<file path="config.mk">
export PLATFORM = sky130hd
export DESIGN_NAME = tx_dom_guard
export DESIGN_NICKNAME = d
export VERILOG_FILES = /design/src/rtl/txg_pkg.sv /design/src/rtl/txg_sync.sv /design/src/rtl/txg_span_counter.sv /design/src/rtl/tx_dom_guard.sv
export SDC_FILE = /design/constraint.sdc
export NUM_CORES = 1
export LEC_CHECK = 0
export BUFFER_PORTS_ARGS = -buffer_cell sky130_fd_sc_hd__buf_2
export CAP_MARGIN = 25
export CELL_PAD_IN_SITES_DETAIL_PLACEMENT = 1
export CELL_PAD_IN_SITES_GLOBAL_PLACEMENT = 2
export CORE_ASPECT_RATIO = 1.4
export CORE_MARGIN = 2
export CORE_UTILIZATION = 34
export CTS_CLUSTER_SIZE = 8
export DETAILED_ROUTE_END_ITERATION = 16
export GPL_TIMING_DRIVEN = 0
export MAX_ROUTING_LAYER = met4
export PLACE_DENSITY = 0.79
export RECOVER_POWER = 100
export SYNTH_ARGS = -nofsm -noshare
export SYNTH_HDL_FRONTEND = slang
export SYNTH_HIERARCHICAL = 1
export SYNTH_SLANG_ARGS = --single-unit
</file>
<file path="constraint.sdc">
create_clock -name clk -period 2.09 [get_ports clk]
set_clock_uncertainty 0.05 [all_clocks]
set_input_delay 0.3135 -clock clk [delete_from_list [all_inputs] [get_ports clk]]
set_output_delay 0.3135 -clock clk [all_outputs]
set_load 0.02 [all_outputs]
</file>
<file path="src/rtl/txg_pkg.sv">
package txg_pkg;

    typedef enum logic [1:0] {
        TXG_IDLE    = 2'd0,
        TXG_QUALIFY = 2'd1,
        TXG_ARMED   = 2'd2,
        TXG_TIMEOUT = 2'd3
    } txg_state_e;

endpackage

</file>
<file path="src/rtl/txg_sync.sv">
module txg_sync #(
    parameter int STAGES    = 2,
    parameter bit RESET_VAL = 1'b1
) (
    input  logic clk,
    input  logic rst_n,
    input  logic d_i,
    output logic q_o
);

    logic [STAGES-1:0] chain_q;

    genvar gi;
    generate
        for (gi = 0; gi < STAGES; gi++) begin : g_stage
            if (gi == 0) begin : g_first
                always_ff @(posedge clk or negedge rst_n) begin
                    if (!rst_n) chain_q[gi] <= RESET_VAL;
                    else        chain_q[gi] <= d_i;
                end
            end else begin : g_next
                always_ff @(posedge clk or negedge rst_n) begin
                    if (!rst_n) chain_q[gi] <= RESET_VAL;
                    else        chain_q[gi] <= chain_q[gi-1];
                end
            end
        end
    endgenerate

    assign q_o = chain_q[STAGES-1];

endmodule

</file>
<file path="src/rtl/txg_span_counter.sv">
module txg_span_counter #(
    parameter int LIMIT = 11
) (
    input  logic clk,
    input  logic rst_n,
    input  logic run_i,
    input  logic tick_i,
    output logic done_o
);

    localparam int W = $clog2(LIMIT + 1);
    localparam logic [W-1:0] LAST = W'(LIMIT - 1);

    logic [W-1:0] span_q;

    assign done_o = run_i && tick_i && (span_q == LAST);

    always_ff @(posedge clk or negedge rst_n) begin
        if (!rst_n) begin
            span_q <= '0;
        end else if (!run_i || done_o) begin
            span_q <= '0;
        end else if (tick_i) begin
            span_q <= span_q + 1'b1;
        end
    end

endmodule

</file>
<file path="src/rtl/tx_dom_guard.sv">
module tx_dom_guard #(
    parameter int DOM_TICKS   = 55000,
    parameter int REARM_TICKS = 11,
    parameter int SYNC_STAGES = 2
) (
    input  logic clk,
    input  logic rst_n,
    input  logic tx_level_i,
    input  logic normal_i,
    input  logic uv_i,
    input  logic tick_i,
    output logic drv_on_o,
    output logic timeout_o
);
    import txg_pkg::*;

    txg_state_e state_q, state_d;
    logic       tx_sync;
    logic       link_ok;
    logic       dom_run, dom_done;
    logic       qual_run, qual_done;

    txg_sync #(.STAGES(SYNC_STAGES), .RESET_VAL(1'b1)) u_sync (
        .clk   (clk),
        .rst_n (rst_n),
        .d_i   (tx_level_i),
        .q_o   (tx_sync)
    );

    assign link_ok  = normal_i && !uv_i;
    assign dom_run  = (state_q == TXG_ARMED) && !tx_sync;
    assign qual_run = ((state_q == TXG_QUALIFY) || (state_q == TXG_TIMEOUT)) && tx_sync;

    txg_span_counter #(.LIMIT(DOM_TICKS)) u_dom_cnt (
        .clk    (clk),
        .rst_n  (rst_n),
        .run_i  (dom_run),
        .tick_i (tick_i),
        .done_o (dom_done)
    );

    txg_span_counter #(.LIMIT(REARM_TICKS)) u_qual_cnt (
        .clk    (clk),
        .rst_n  (rst_n),
        .run_i  (qual_run),
        .tick_i (tick_i),
        .done_o (qual_done)
    );

    always_comb begin
        state_d = state_q;
        unique case (state_q)
            TXG_IDLE: begin
                if (link_ok) state_d = TXG_QUALIFY;
            end
            TXG_QUALIFY: begin
                if (!link_ok)       state_d = TXG_IDLE;
                else if (qual_done) state_d = TXG_ARMED;
            end
            TXG_ARMED: begin
                if (!link_ok)      state_d = TXG_IDLE;
                else if (dom_done) state_d = TXG_TIMEOUT;
            end
            TXG_TIMEOUT: begin
                if (!link_ok)       state_d = TXG_IDLE;
                else if (qual_done) state_d = TXG_ARMED;
            end
            default: state_d = TXG_IDLE;
        endcase
    end

    always_ff @(posedge clk or negedge rst_n) begin
        if (!rst_n) state_q <= TXG_IDLE;
        else        state_q <= state_d;
    end

    always_comb begin
        drv_on_o  = 1'b0;
        timeout_o = 1'b0;
        unique case (state_q)
            TXG_IDLE:    ;
            TXG_QUALIFY: ;
            TXG_ARMED:   drv_on_o  = link_ok && !tx_sync;
            TXG_TIMEOUT: timeout_o = 1'b1;
            default:     ;
        endcase
    end

endmodule

</file>
==> flow_summary.yaml <==
run_status:
  status: "complete, no violations"
synth:
  synth-seq-area-share_pct: 48.0
  synth_fp_nets: 132
  syn_inst: 123
  synthArstFlopShare_pct: 100
  yosys_warnings: 6
  synth_area_per_cell_sq_um: 10.2
  ys.flop_type: "dfrtp_1"
  ys_ff_latch: 24
  synth_edf_count: 0
  ys_types: 29
  synth_area_sq_mm: 0.00126
placement:
  dp_hpwl_microns: 1950
  gp_congestion: 0.774
  io_buffers: 7
  dp.cells: 172
  placed_area_sq_mm: 0.00134
  dp_slack_ns: -0.217
worst_setup_path:
  crit_chain: "nand2b_4 > nor2_4 > nand4b_1 > or3_1 > nor4_1 > nor3b_2 > a211oi_2"
  cp.required_ns: 2.22
  crit_buf_inv: 0
  startpoint: "state_q[0]$_DFFE_PN0P_"
  endpoint_kind: "flip-flop"
  reg2reg_from: "state_q[0]$_DFFE_PN0P_"
  critPathMaxFanout: 3
  max_stage_delay_ns: 0.40
  slowest_stage: "nor4_1"
  arrival_ns: 2.10
  crit_type: "reg -> reg"
  crit_path_start_kind: "flip-flop"
  crit_family: "simple AND/OR/NAND/NOR gates"
grt:
  grt_antenna_before_repair: 0
  globalRouteTotalUtil_pct: 14.7
  grt_pass1_wl_microns: 4880
  gr-total-overflow: 0
  grt_pass1_vias: 1088
  grt_max_degree: 25
timing:
  setup_viol: 0
  worstMarginPinSlew_ns: 1.32
  hold_viol_final: 0
  hold_ws_ns: 0.0901
  setup_slack_ns: 0.123
  fmax_mhz: 508
  period_share_pct: 94.1
  finalMaxSlewViolations: 0
  rsz0062_at_grt: "no"
  min_period_ns: 1.97
  final.setup.tns_ns: 0
  slew_headroom_pct: 11.7
layout:
  fin_area_sq_mm: 0.00144
  diodes: 0
  area_growth_pct: 14.9
  instances_no_fill: 183
  layout_common_cells: "22 x nor2_1, 22 x dfrtp_1, 13 x xnor2_1"
  drive_above_1_share_pct: 19.9
  nNetsFinal: 151
  postLayoutCoreUtil_pct: 40.0
worst_hold_path:
  holdCritPathClass: "in -> reg"
  min_from: "tx_level_i"
route:
  routedWlPerCell_microns: 14.7
  wirelength_microns: 2690
  vias_per_cell: 5.14
  drtIter0Drc: 26
  wl_met1_microns: 1130
  ant_nets: 0
  first_pass_iters: 4
  route.met3.wl_microns: 51
  wl_met2_microns: 1490
  remaining_drc_errors: 0
  top_layer: "met4"
  vias: 940
floorplanning:
  core_area_sq_mm: 0.00361
  die_x_microns: 55.4
  floorplan.rows: 26
  die_h_microns: 75.9
  die-area_sq_mm: 0.00420
  ioPinCount: 8
  start_util_pct: 34.8
clocking:
  root_buffer: "clkbuf_8"
  cts_tree: "done"
  htreeDepth: 1
  cts.sinks: 24
  clk_latency_ns: 0.26
  clk_pin_slew_ns: 0.08
  clock_path_buffers: 2
  cts_made_buffers: 3
pwr:
  total_leakage_power_nw: 0.541
  ir_drop_mv: 0.332
  power.density_mw_per_mm2: 544
  power_mw: 0.786
job:
  max_cap_viol_count: 0
==> area by class of cell <==
class	count	area, sq um
fill	416	2170
multi-input combinational	90	614
sequential	24	603
timing repair buffer	14	86.3
tap	42	52.6
clock buffer	4	45.0
inverter	7	26.3
buffer	2	16.3
==> path summary, 6_finish.rpt <==
check	end	slack, ns	cells past startpoint
min in group asynchronous	u_qual_cnt/span_q[1]$_DFFE_PN0P_	0.81	2
min	u_sync/chain_q[0]$_DFF_PN1_	0.09	1
max reg2reg	state_q[0]$_DFFE_PN0P_	0.12	7
max in group asynchronous	state_q[1]$_DFFE_PN0P_	0.40	2
min reg2reg	u_sync/q_o$_DFF_PN1_	0.31	0
max	state_q[0]$_DFFE_PN0P_	0.12	7
==> flip-flops by register name (all words and copies together), names as in the netlist <==
register / flops
state_q: 2
u_dom_cnt/span_q: 16
u_qual_cnt/span_q: 4
u_sync/chain_q: 1
u_sync/q_o: 1
==> cells in the mapped netlist (all sizes together), types with 2 or more instances <==
cell | n | area share [%]
nand2 | 5 | 1.5
dfstp | 2 | 4.2
nand4 | 7 | 3.5
nor3 | 5 | 2.4
dfrtp | 22 | 44
nand2b | 3 | 2.1
buf | 2 | 1.3
inv | 7 | 2.1
nand3 | 5 | 2.0
and2 | 3 | 1.7
mux2i | 2 | 1.6
a21oi | 2 | 0.80
nor4 | 6 | 3.0
ha | 3 | 3.0
xnor2 | 13 | 9.1
nor2 | 25 | 8.1
xor2 | 4 | 2.8
==> cell families (layout without fill, tap and decap cells) <==
logic type               after synthesis  in the layout  share of synthesized area, %
multiplexers                           2              2                          1.59
adder cells (fa/ha/maj)                3              3                          2.99
buffers and inverters                  9             27                          3.39
XOR/XNOR                              17             17                          11.9
flip-flops                            24             24                          48.0
AND/OR/NAND/NOR                       62             62                          26.8
AO/OA/AOI/OAI                          6              6                          5.38
==> timing repair <==
action,CTS,global route
endpoints found under the setup margin,16,15
gates cloned,1,0
endpoints found under the hold margin,12,0
buffers inserted,4,1
gates resized for setup,4,0
pin swaps,2,1
hold buffers,1,0
==> per-layer routing <==
metal | vias up | track usage [%]
met1 | 478 | 16.6
li1 | 451 | -
met2 | 9 | 26.3
met4 | 0 | 5.37
met3 | 2 | 1.71
met5 | - | -
==> power by group <==
group	internal (mW)	switching, mW
registers	0.469	0.00306
logic	0.0136	0.0210
clock network	0.136	0.144
total	0.618	0.168
Power figures use the tool's default switching activity.
